<file path="src/rtl/mbs_pkg.sv">
package mbs_pkg;

  // cycle kinds as seen on req_kind
  localparam logic [2:0] CY_FETCH = 3'd0;
  localparam logic [2:0] CY_MRD   = 3'd1;
  localparam logic [2:0] CY_MWR   = 3'd2;
  localparam logic [2:0] CY_IORD  = 3'd3;
  localparam logic [2:0] CY_IOWR  = 3'd4;

  typedef enum logic [2:0] {
    TS_IDLE = 3'd0,
    TS_T1   = 3'd1,
    TS_T2   = 3'd2,
    TS_TW   = 3'd3,
    TS_T3   = 3'd4,
    TS_T4   = 3'd5,
    TS_HOLD = 3'd6
  } tstate_e;

  function automatic logic cyc_is_write(input logic [2:0] k);
    return (k == CY_MWR) || (k == CY_IOWR);
  endfunction

  function automatic logic cyc_is_io(input logic [2:0] k);
    return (k == CY_IORD) || (k == CY_IOWR);
  endfunction

  // status pair {s1,s0}
  function automatic logic [1:0] cyc_status(input logic [2:0] k);
    logic [1:0] s;
    if (k == CY_FETCH)       s = 2'b11;
    else if (cyc_is_write(k)) s = 2'b01;
    else                      s = 2'b10;
    return s;
  endfunction

endpackage

</file>
<file path="src/rtl/mbs_tick.sv">
module mbs_tick #(
  parameter int DIV = 2
) (
  input  logic clk,
  input  logic rst_n,
  output logic tick
);
  localparam int CW = (DIV > 1) ? $clog2(DIV) : 1;
  localparam logic [CW-1:0] LAST = CW'(DIV - 1);

  logic [CW-1:0] cnt_q, cnt_d;

  always_comb begin
    if (cnt_q == LAST) cnt_d = '0;
    else               cnt_d = cnt_q + CW'(1);
  end

  always_ff @(posedge clk or negedge rst_n) begin
    if (!rst_n) cnt_q <= '0;
    else        cnt_q <= cnt_d;
  end

  assign tick = (cnt_q == LAST);
endmodule

</file>
<file path="src/rtl/mbs_seq.sv">
module mbs_seq
  import mbs_pkg::*;
#(
  parameter int AW = 16,
  parameter int DW = 8
) (
  input  logic          clk,
  input  logic          rst_n,
  input  logic          tick,
  input  logic          req_valid,
  input  logic [2:0]    req_kind,
  input  logic [AW-1:0] req_addr,
  input  logic [DW-1:0] req_wdata,
  input  logic          ready,
  input  logic          hold,
  input  logic [DW-1:0] ad_in,
  output tstate_e       st,
  output logic [2:0]    cur_kind,
  output logic [AW-1:0] cur_addr,
  output logic [DW-1:0] cur_wdata,
  output logic          req_accept,
  output logic          rsp_done,
  output logic [DW-1:0] rsp_rdata
);
  tstate_e       st_q, st_d;
  logic [2:0]    kind_q;
  logic [AW-1:0] addr_q;
  logic [DW-1:0] wdata_q, rdata_q;
  logic          acc_q, done_q;
  logic          take, finish, capture;

  // next T-state; applied only on a T-state boundary (tick)
  always_comb begin
    st_d    = st_q;
    take    = 1'b0;
    finish  = 1'b0;
    capture = 1'b0;
    case (st_q)
      TS_IDLE: begin
        if (hold) st_d = TS_HOLD;
        else if (req_valid) begin
          st_d = TS_T1;
          take = 1'b1;
        end
      end
      TS_T1: st_d = TS_T2;
      TS_T2, TS_TW: st_d = ready ? TS_T3 : TS_TW;
      TS_T3: begin
        capture = !cyc_is_write(kind_q);
        if (kind_q == CY_FETCH) st_d = TS_T4;
        else begin
          st_d   = TS_IDLE;
          finish = 1'b1;
        end
      end
      TS_T4: begin
        st_d   = TS_IDLE;
        finish = 1'b1;
      end
      TS_HOLD: if (!hold) st_d = TS_IDLE;
      default: st_d = TS_IDLE;
    endcase
  end

  always_ff @(posedge clk or negedge rst_n) begin
    if (!rst_n) begin
      st_q    <= TS_IDLE;
      kind_q  <= CY_FETCH;
      addr_q  <= '0;
      wdata_q <= '0;
      rdata_q <= '0;
    end else if (tick) begin
      st_q <= st_d;
      if (take) begin
        kind_q  <= req_kind;
        addr_q  <= req_addr;
        wdata_q <= req_wdata;
      end
      if (capture) rdata_q <= ad_in;
    end
  end

  // single-clock pulses
  always_ff @(posedge clk or negedge rst_n) begin
    if (!rst_n) begin
      acc_q  <= 1'b0;
      done_q <= 1'b0;
    end else begin
      acc_q  <= tick && take;
      done_q <= tick && finish;
    end
  end

  assign st         = st_q;
  assign cur_kind   = kind_q;
  assign cur_addr   = addr_q;
  assign cur_wdata  = wdata_q;
  assign req_accept = acc_q;
  assign rsp_done   = done_q;
  assign rsp_rdata  = rdata_q;
endmodule

</file>
<file path="src/rtl/mbs_pins.sv">
module mbs_pins
  import mbs_pkg::*;
#(
  parameter int AW = 16,
  parameter int DW = 8
) (
  input  tstate_e          st,
  input  logic [2:0]       kind,
  input  logic [AW-1:0]    addr,
  input  logic [DW-1:0]    wdata,
  output logic             ale,
  output logic             rd_n,
  output logic             wr_n,
  output logic [DW-1:0]    ad_out,
  output logic             ad_oe,
  output logic [AW-DW-1:0] a_hi,
  output logic             io_m,
  output logic             s1,
  output logic             s0,
  output logic             hlda,
  output logic             bus_oe
);
  localparam int HW = AW - DW;

  logic active, strobe, is_wr, is_io;
  logic [1:0] stat;

  always_comb begin
    active = (st == TS_T1) || (st == TS_T2) || (st == TS_TW) ||
             (st == TS_T3) || (st == TS_T4);
    strobe = (st == TS_T2) || (st == TS_TW) || (st == TS_T3);
    is_wr  = cyc_is_write(kind);
    is_io  = cyc_is_io(kind);
    stat   = cyc_status(kind);

    ale    = (st == TS_T1);
    rd_n   = !(strobe && !is_wr);
    wr_n   = !(strobe && is_wr);
    ad_oe  = ale || (strobe && is_wr);

    if (ale)                  ad_out = addr[DW-1:0];
    else if (strobe && is_wr) ad_out = wdata;
    else                      ad_out = '0;

    if (!active)    a_hi = '0;
    else if (is_io) a_hi = HW'(addr[DW-1:0]);
    else            a_hi = addr[AW-1:DW];

    io_m   = active && is_io;
    s1     = active && stat[1];
    s0     = active && stat[0];
    hlda   = (st == TS_HOLD);
    bus_oe = (st != TS_HOLD);
  end
endmodule

</file>
<file path="src/rtl/mux_bus_seq.sv">
module mux_bus_seq
  import mbs_pkg::*;
#(
  parameter int AW      = 16,
  parameter int DW      = 8,
  parameter int CLK_DIV = 2
) (
  input  logic             clk,
  input  logic             rst_n,
  input  logic             req_valid,
  input  logic [2:0]       req_kind,
  input  logic [AW-1:0]    req_addr,
  input  logic [DW-1:0]    req_wdata,
  output logic             req_accept,
  output logic             rsp_done,
  output logic [DW-1:0]    rsp_rdata,
  output logic [DW-1:0]    ad_out,
  input  logic [DW-1:0]    ad_in,
  output logic             ad_oe,
  output logic [AW-DW-1:0] a_hi,
  output logic             ale,
  output logic             rd_n,
  output logic             wr_n,
  output logic             io_m,
  output logic             s1,
  output logic             s0,
  input  logic             ready,
  input  logic             hold,
  output logic             hlda,
  output logic             bus_oe
);
  logic [1:0]    rsync_q;
  logic          core_rst_n;
  logic          tick;
  tstate_e       st;
  logic [2:0]    cur_kind;
  logic [AW-1:0] cur_addr;
  logic [DW-1:0] cur_wdata;

  // asynchronous assert, synchronous release
  always_ff @(posedge clk or negedge rst_n) begin
    if (!rst_n) rsync_q <= '0;
    else        rsync_q <= {rsync_q[0], 1'b1};
  end
  assign core_rst_n = rsync_q[1];

  mbs_tick #(.DIV(CLK_DIV)) u_tick (
    .clk  (clk),
    .rst_n(core_rst_n),
    .tick (tick)
  );

  mbs_seq #(.AW(AW), .DW(DW)) u_seq (
    .clk       (clk),
    .rst_n     (core_rst_n),
    .tick      (tick),
    .req_valid (req_valid),
    .req_kind  (req_kind),
    .req_addr  (req_addr),
    .req_wdata (req_wdata),
    .ready     (ready),
    .hold      (hold),
    .ad_in     (ad_in),
    .st        (st),
    .cur_kind  (cur_kind),
    .cur_addr  (cur_addr),
    .cur_wdata (cur_wdata),
    .req_accept(req_accept),
    .rsp_done  (rsp_done),
    .rsp_rdata (rsp_rdata)
  );

  mbs_pins #(.AW(AW), .DW(DW)) u_pins (
    .st    (st),
    .kind  (cur_kind),
    .addr  (cur_addr),
    .wdata (cur_wdata),
    .ale   (ale),
    .rd_n  (rd_n),
    .wr_n  (wr_n),
    .ad_out(ad_out),
    .ad_oe (ad_oe),
    .a_hi  (a_hi),
    .io_m  (io_m),
    .s1    (s1),
    .s0    (s0),
    .hlda  (hlda),
    .bus_oe(bus_oe)
  );
endmodule

</file>
<file path="config.mk">
export PLATFORM = sky130hd
export DESIGN_NAME = mux_bus_seq
export DESIGN_NICKNAME = d
export VERILOG_FILES = /design/src/rtl/mbs_pkg.sv /design/src/rtl/mbs_tick.sv /design/src/rtl/mbs_seq.sv /design/src/rtl/mbs_pins.sv /design/src/rtl/mux_bus_seq.sv
export SDC_FILE = /design/constraint.sdc
export NUM_CORES = 1
export LEC_CHECK = 0
export BUFFER_PORTS_ARGS = -buffer_cell sky130_fd_sc_hd__buf_2
export CORE_MARGIN = 1
export CORE_UTILIZATION = 45
export DETAILED_ROUTE_END_ITERATION = 8
export GPL_TIMING_DRIVEN = 0
export PLACE_DENSITY_LB_ADDON = 0.05
export SETUP_SLACK_MARGIN = 0.1
export SLEW_MARGIN = 20
export SYNTH_ARGS = -nofsm -noshare
export SYNTH_HDL_FRONTEND = slang
export SYNTH_HIERARCHICAL = 1
export SYNTH_SLANG_ARGS = --single-unit
export TNS_END_PERCENT = 10
</file>
<file path="constraint.sdc">
create_clock -name clk -period 1.5 [get_ports clk]
set_input_delay 0.3 -clock clk [delete_from_list [all_inputs] [get_ports clk]]
set_output_delay 0.3 -clock clk [all_outputs]
set_load 0.01 [all_outputs]
</file>
# Word-level counts from Yosys, hierarchy flattened
# Index checks and enable logic that the tools add are counted.
[op_classes] reduce_logical=25 eq_ne=12 muxes=19 add_sub_neg=1
[ops] operator="$mux W8" count=4
[ops] operator="$mux W3" count=5
[ops] operator="$pmux W3 S5" count=1
[ops] operator="$eq A3 B2 Y1 const B" count=4
[ops] operator="$eq A3 B3 Y1 const B" count=4
[ops] operator="$logic_or A1 B1 Y1" count=9
[ops] operator="$logic_and A1 B1 Y1" count=7
[ops] operator="$logic_not A3 Y1" count=2
[ops] operator="$mux W1" count=6
[ops] operator="$ne A3 B3 Y1 const B" count=2
[ops] operator="$mux W2" count=2
[ops] operator="$reduce_and A2 Y1" count=2
[ops] operator="$eq A3 B1 Y1 const B" count=1
[ops] operator="$logic_not A1 Y1" count=3
[ops] operator="$reduce_and A3 Y1" count=1
[ops] operator="$ne A2 B2 Y1 const B" count=1
[ops] operator="$pmux W1 S2" count=1
[ops] operator="$reduce_or A2 Y1" count=1
[ops] operator="$add A1 B1 Y1 const B" count=1
[word_totals] register_bits=43 word_cells=66 inputBits=40 out_inout_bits=35

# Longest topological paths before layout
# Gate-level depths: netlist of run 1.
[logic_depth] depth_word=6 mapped_depth=6 ltp_nobuf=5

# Modules after synthesis
# Netlist of run 1, hierarchy kept.
[by_module_without_submodules] mod="mbs_seq" seq_area_each_um2=1001.0 area_per_inst_um2=1730.4 instances=1 cells_per_inst=111
[by_module_without_submodules] mod="mbs_pins" seq_area_each_um2=0.0 area_per_inst_um2=436.7 instances=1 cells_per_inst=68
[by_module_without_submodules] mod="mux_bus_seq" seq_area_each_um2=50.0 area_per_inst_um2=53.8 instances=1 cells_per_inst=3
[by_module_without_submodules] mod="mbs_tick" seq_area_each_um2=25.0 area_per_inst_um2=28.8 instances=1 cells_per_inst=2

# Worst setup path before layout of run 1
# Ideal clock, no wire load.
[synth_timing] kind="reg-to-reg" start="reg u_seq.st_q[1], in the netlist u_seq/st[1]" end="reg u_seq.addr_q[10], in the netlist u_seq/cur_addr[10]" synth_period_minus_slack_ps=1733 stages_incl_launch_ff=7 t_required_ps=1375 slack_ps=-233 setup_ps=125 arrival_time_ps=1608 path_buffers=3 cell_sequence="dfrtp_1 -> buf_6 -> nor4_4 -> and3_1 -> buf_6 -> buf_12 -> mux2_4"
[synth_via] elab_chain_cells=3
[synth_lines] item="start: declaration" line_no="mbs_seq.sv:25" source="tstate_e st_q, st_d;"
[synth_lines] item="start signal: assignment" line_no="mbs_seq.sv:73" source="st_q <= st_d;"
[synth_lines] item="$logic_not A3 Y1" line_no="mbs_seq.sv:38" source="case (st_q)"
[synth_lines] item="$mux W1" line_no="mbs_seq.sv:38"
[synth_lines] item="$reduce_and A2 Y1 (no source line)"
[synth_lines] item="end signal: assignment" line_no="mbs_seq.sv:76" source="addr_q <= req_addr;"
[synth_lines] item="end: declaration" line_no="mbs_seq.sv:27" source="logic [AW-1:0] addr_q;"
# No other way between the ends.
# A chain may end at the register's enable or synchronous reset.

# Final worst setup path of run 1
[layout_timing] start="reg u_seq.kind_q[1], in the netlist u_seq/cur_kind[1]" end="out a_hi[1]"
[layout_via] elab_chain_cells=4 elab_cells_between_ends=5 cone_classes="2 x eq/ne; 2 x mux; 1 x reduce/logical"
[layout_lines] item="start: declaration" line_no="mbs_seq.sv:26" source="logic [2:0] kind_q;"
[layout_lines] item="start signal: assignment" line_no="mbs_seq.sv:75" source="kind_q <= req_kind;"
[layout_lines] item="$eq A3 B2 Y1 / $eq A3 B3 Y1 (equally long branches)" line_no="mbs_pkg.sv:25" source="return (k == CY_IORD) || (k == CY_IOWR);"
[layout_lines] item="$logic_or A1 B1 Y1 (*)" line_no="mbs_pkg.sv:25"
[layout_lines] item="$mux W8 (*)" line_no="mbs_pins.sv:46" source="else if (is_io) a_hi = HW'(addr[DW-1:0]);"
[layout_lines] item="$mux W8 (*)" line_no="mbs_pins.sv:45" source="if (!active) a_hi = '0;"
[layout_lines] item="end: declaration" line_no="mux_bus_seq.sv:20" source="output logic [AW-DW-1:0] a_hi,"
# Mark *: on every way between the ends. The rest lies on a longest branch, timed or not.

==> impl_metrics.yaml, run 1 <==
yosys:
  ys_ff_latch: 43
  yosys-top-cells-area: "dfrtp_1 48%, mux2_4 13%, mux2_2 8.0%"
  netlist_instances: 184
  yosysTopAreaCellShare: 0.478
  ys_types: 36
  synth_area_leader_cell: "dfrtp_1"
  synth-warning-count: 6
  syn_nets: 224
  synth.yosys.seq_area_share: 0.478
  synth.cell_area_mm2: 0.00225
  avgSynthCellArea_um2: 12.2
finish:
  fillers: 386
  area_delta_synth_final_pct: 41.5
  layout.cells.non_filler: 349
  nNetsFinal: 322
  n_antenna_cell: 0
  multi_input_area_mm2: 0.00122
  design_area_mm2: 0.00318
  final-seq-area_mm2: 0.00108
  utilization: 0.669
  drive_gt1_frac: 0.645
sta:
  clock.fmax_mhz: 524
  finalSetupTns_ps: -17730
  postLayoutSetupSlackWorst_ps: -407
  setup_violations: 61
  layout_min_cycle_time_ps: 1910
  rsz0062_at_grt: "yes"
  drv_slew: 0
  fin_skew_ps: 5.45
  fin_hold_ws_ps: 228
  post-route-period-util: 1.27
  hold_viol_final: 0
setup_path:
  endpoint_kind: "output port"
  reg2reg_depth: 7
  required_ps: 1200
  crit_path_start_kind: "flip-flop"
  criticalPathCategory: "reg -> out"
  max_stage_delay_ps: 490
  crit_chain: "or3b_4 > buf_6 > nand3_2 > a21oi_2 > buf_2"
  cp_max_fo: 6
  slowest_stage: "dfrtp_2"
  r2r_end: "u_seq/cur_wdata[7]"
  arrival_ps: 1610
  rrSetupSlack_ps: -360
  r2r-start: "u_seq/st[1]"
power:
  power_frac_seq: 0.334
  swShare: 0.390
  p_int_mw: 3.94
  pwr-share-clk: 0.115
  power_density_mw_per_mm2: 2030
  power_frac_comb: 0.551
  finalPower_mw: 6.45
  leakagePower_nw: 1.47
  ir_worst_vdd_mv: 0.919
  p_sw_mw: 2.51
clocking:
  h-tree-depth: 2
  path_clk_slew_ps: 80
  clk_path_buf_depth: 2
  cts.sinks: 43
  clk_latency_ps: 300
  clock-root-buffer: "clkbuf_8"
  numCtsBuffers: 5
  cts_tree: "yes"
drt:
  vias: 1763
  drt_iter0_markers: 94
  dr.pass1.iters: 4
  drtAntennaViolNets: 0
  drc_errors: 0
  post_drt_wl_per_cell_um: 14.4
  viasPerCell: 5.05
  finalWirelength_mm: 5.02
die:
  initial_core_util: 0.473
  rows: 25
  pin_count: 75
  die_w_um: 72.7
  coreArea_mm2: 0.00475
  design.die.area_mm2: 0.00529
  die_h_um: 72.7
global_route:
  grt_pass1_wl_mm: 8.14
  grt_pass1_vias: 1680
  overflow: 0
  grt_max_degree: 24
  grt.total_usage: 0.206
  antenna_found_initial: 0
placement:
  pre_cts_slack_ps: -288
  dpl_cell_area_mm2: 0.00273
  hpwl_mm: 3.44
  port_buffers: 74
  dp.cells: 326
  globalplace.congestion: 0.751
outcome:
  violations: "setup timing"
  status: "complete, but fails checks"
job:
  max_cap_viol_count: 0
min_path:
  hp-class: "reg -> async"
[worst max-delay path: cells and delay by family (launching register included)]
kind                   cells  cell delay, ps
AOI/OAI and AO/OA          1              50
and+or+nand+nor            2             480
DFF                        1             490
buffers and inverters      2             290
[placed cells by master (no fill, tap or decap), types with 8 or more instances in the layout]
cell type  count
buf_4          9
a21oi_2        9
buf_2         75
dfrtp_1       36
o21ai_1        9
nand3_2        8
mux2_4        20
nand2_1       10
buf_6          9
mux2_2        15
[routing by layer]
| metal | GRT usage | vias up | part of all wire |
|---|---|---|---|
| met3 | 0.0483 | 6 | 0.048 |
| met4 | 0.0588 | 0 | 0.011 |
| met1 | 0.288 | 842 | 0.47 |
| met2 | 0.320 | 49 | 0.48 |
| met5 | 0 | - | 0 |
| li1 | - | 866 | - |
[state kept, by name (all words and copies together) (netlist names)]
| name | cells |
|---|---|
| rsync_q | 2 |
| u_seq/cur_addr | 16 |
| u_seq/cur_kind | 3 |
| u_seq/cur_wdata | 8 |
| u_seq/req_accept | 1 |
| u_seq/rsp_done | 1 |
| u_seq/rsp_rdata | 8 |
| u_seq/st | 3 |
| u_tick/tick | 1 |
[synthesized netlist by cell type]
| cell type | count |
|---|---|
| dfrtp_1 | 43 |
| mux2_4 | 19 |
| a21oi_1 | 16 |
| mux2_2 | 16 |
| o21ai_0 | 13 |
| nand2_1 | 10 |
| nand3_1 | 9 |
| mux2i_1 | 6 |
| buf_2 | 5 |
| inv_1 | 4 |
| nor2_1 | 4 |
| a211oi_1 | 3 |
| nor2b_1 | 3 |
| nor3_1 | 3 |
| and3_1 | 2 |
| buf_12 | 2 |
| buf_6 | 2 |
| nand3b_1 | 2 |
| nor3b_2 | 2 |
| o2111ai_1 | 2 |
| o2bb2ai_1 | 2 |
| or2b_1 | 2 |
| a21o_1 | 1 |
| and3b_1 | 1 |
| clkbuf_1 | 1 |
| conb_1 | 1 |
| inv_6 | 1 |
| nand2b_1 | 1 |
| nor4_4 | 1 |
| o2111ai_2 | 1 |
| o211ai_4 | 1 |
| o21a_1 | 1 |
| o22ai_1 | 1 |
| or3b_1 | 1 |
| xnor2_1 | 1 |
| xor2_2 | 1 |
[logic make-up after synthesis]
kind of cell              synth area share
AOI/OAI and AO/OA                    0.116
xor gates and xnor gates            0.0111
buffers and inverters               0.0512
DFF                                  0.478
muxes                                0.234
other                              0.00167
and+or+nand+nor                      0.108
[worst max-delay path by stage]
stage,cells after the start,end,start
global placement,0,u_seq/st[0],rsync_q[1]
finish,5,a_hi[1],u_seq/cur_kind[1]
floorplan,5,u_seq/cur_addr[10],u_seq/st[0]
global route,7,ad_out[6],u_seq/st[0]
CTS,4,io_m,u_seq/cur_kind[1]
detailed placement,5,u_seq/cur_addr[7],u_seq/st[0]
[area by class of cell]
type / count / area share
multi-input cells: 126 / 0.382
flip-flops and latches: 43 / 0.341
repair buffers: 91 / 0.171
plain buffers: 10 / 0.0417
well taps: 67 / 0.0263
clock buffers: 6 / 0.0259
inverters: 5 / 0.00983
clock inverters: 1 / 0.00157
[power by group through the flow]
| stage | combinational (mW) | sequential (mW) | clock [mW] |
|---|---|---|---|
| 5_1_grt | 3.85 | 2.25 | 0.814 |
| 3_5_place_dp | 2.68 | 2.17 | 0 |
| 6_report | 3.55 | 2.16 | 0.744 |
| 4_1_cts | 3.40 | 2.14 | 0.761 |
| 2_1_floorplan | 1.80 | 2.11 | 0 |
| 3_3_place_gp | 2.63 | 2.16 | 0 |
[repair_timing]
item                                    in CTS  in global routing
hold buffers                                 1                  0
pin swaps                                   15                  6
endpoints found under the hold margin        2                  0
endpoints found under the setup margin      61                 63
resized for setup                           48                 21
gates cloned                                 2                  0
buffers inserted                            11                  2
Power figures use the tool's default switching activity.
==> run 2, diff against run 1 <==
- PLACE_DENSITY_LB_ADDON: 0.05 -> 0.2
==> run 2 against run 1 <==
Against the previous run:
- first-iteration DRC count increased by 41%
- fmax fell by 0.52%
- non-clock buffer count fell by 8
- clock skew is 1.8 ps lower
- highest routed layer unchanged
- the flow still finishes with violations (setup timing)
- register-to-register slack is essentially flat
- clock power up 7.4%
- sequential power hardly changed
- worst hold slack gained 6.2 ps
==> impl_metrics.yaml, run 2 (same netlist as run 1, synthesis figures left out) <==
drt:
  viasPerCell: 5.07
  drtAntennaViolNets: 0
  vias: 1734
  finalWirelength_mm: 4.94
  drc_errors: 0
  dr.pass1.iters: 4
  post_drt_wl_per_cell_um: 14.4
  drt_iter0_markers: 133
sta:
  layout_min_cycle_time_ps: 1920
  clock.fmax_mhz: 522
  postLayoutSetupSlackWorst_ps: -417
  drv_slew: 0
  worst_slew_pin_slew_ps: 502
  maxSlewHeadroom: 0.665
  rsz0062_at_grt: "yes"
  finalSetupTns_ps: -18130
  fin_skew_ps: 3.68
  hold_viol_final: 0
  setup_violations: 61
  fin_hold_ws_ps: 234
  post-route-period-util: 1.28
finish:
  final-seq-area_mm2: 0.00108
  multi_input_area_mm2: 0.00113
  final_common_cell: "buf_2"
  area_delta_synth_final_pct: 34.8
  n_antenna_cell: 0
  drive_gt1_frac: 0.582
  largest_reg_flops: 16
  nNetsFinal: 314
  fillers: 412
  utilization: 0.638
  layout_common_cells: "75 x buf_2, 36 x dfrtp_1, 19 x mux2_4"
die:
  die_w_um: 72.7
  pin_count: 75
  rows: 25
  design.die.area_mm2: 0.00529
  die_h_um: 72.7
  initial_core_util: 0.473
  coreArea_mm2: 0.00475
setup_path:
  arrival_ps: 1620
  r2r-start: "u_seq/st[1]"
  rrSetupSlack_ps: -360
  criticalPathCategory: "reg -> out"
  required_ps: 1200
  endpoint_kind: "output port"
  r2r_end: "u_seq/cur_addr[12]"
  crit_path_start_kind: "flip-flop"
  cp_max_fo: 8
  reg2reg_depth: 7
power:
  power_density_mw_per_mm2: 2010
  ir_worst_vdd_mv: 0.798
  leakagePower_nw: 1.40
  power_frac_comb: 0.513
  p_sw_mw: 2.35
  power_frac_seq: 0.355
  p_int_mw: 3.73
  pwr-share-clk: 0.131
  swShare: 0.386
global_route:
  antenna_found_initial: 0
  grt_max_degree: 23
  grt_pass1_wl_mm: 7.96
  overflow: 0
  grt.total_usage: 0.199
  grt_pass1_vias: 1674
min_path:
  hp-start: "req_wdata[3]"
  hold_end: "u_seq/cur_wdata[3]"
  hold_depth: 2
  hp-class: "in -> reg"
clocking:
  clk_path_buf_depth: 2
  cts_tree: "yes"
  clock-root-buffer: "clkbuf_8"
  path_clk_slew_ps: 80
  h-tree-depth: 2
  numCtsBuffers: 5
  clk_latency_ps: 290
  cts.sinks: 43
placement:
  globalplace.congestion: 0.834
  pre_cts_slack_ps: -262
  port_buffers: 74
  hpwl_mm: 3.49
outcome:
  violations: "setup timing"
  status: "complete, but fails checks"
job:
  max_cap_viol_count: 0
run 2: worst max path at each step:
stage | end | slack [ps] | from
floorplan | u_seq/cur_addr[10] | -140 | u_seq/st[0]
global placement | u_seq/st[0] | -420 | rsync_q[1]
detailed placement | ad_out[7] | -260 | u_seq/st[0]
CTS | ad_out[0] | -430 | u_seq/st[1]
global route | ad_out[0] | -510 | u_seq/st[1]
finish | ad_out[0] | -420 | u_seq/st[1]
run 2: power by group through the flow:
stage / registers (mW) / clock network (mW) / logic [mW]
finish: 2.16 / 0.799 / 3.12
CTS: 2.14 / 0.824 / 3.00
global route: 2.25 / 0.867 / 3.39
global placement: 2.16 / 0 / 2.62
floorplan: 2.11 / 0 / 1.80
detailed placement: 2.17 / 0 / 2.67
run 2: what timing repair did:
action,4_1_cts,5_1_grt
buffers inserted,6,1
hold buffers,1,0
endpoints found under the hold margin,2,0
pin swaps,8,6
gates resized for setup,24,16
setup endpoints to repair,61,63
run 2: critical path: stages (launching register included):
cell and delay, ps:
dfrtp_2 450, buf_6 130, nor3b_4 280, o211ai_4 160
a21oi_2 160, buf_2 140
run 2: final cells by class:
cell class | count | share of cell area
Buffer | 10 | 0.0404
Clock buffer | 8 | 0.0330
Sequential cell | 43 | 0.358
Timing Repair Buffer | 83 | 0.156
Multi-Input combinational cell | 126 | 0.374
Inverter | 5 | 0.0103
Tap cell | 67 | 0.0277
run 2: per-stage QoR:
| stage | instances | cell area [um^2] | power [mW] |
|---|---|---|---|
| finish | 342 | 3030 | 6.09 |
| global route | 342 | 3030 | 6.50 |
| CTS | 341 | 2970 | 5.97 |
| detailed placement | 326 | 2730 | 4.84 |
| global placement | 325 | 2710 | 4.78 |
| floorplan | 184 | 2250 | 3.91 |
run 2: per-layer routing:
metal  up-vias  wire length, um  track usage
li1        840                -            -
met1       850             2200        0.258
met2        38             2550        0.333
met3         6              142       0.0359
met4         0               54       0.0741
met5         -                0            0
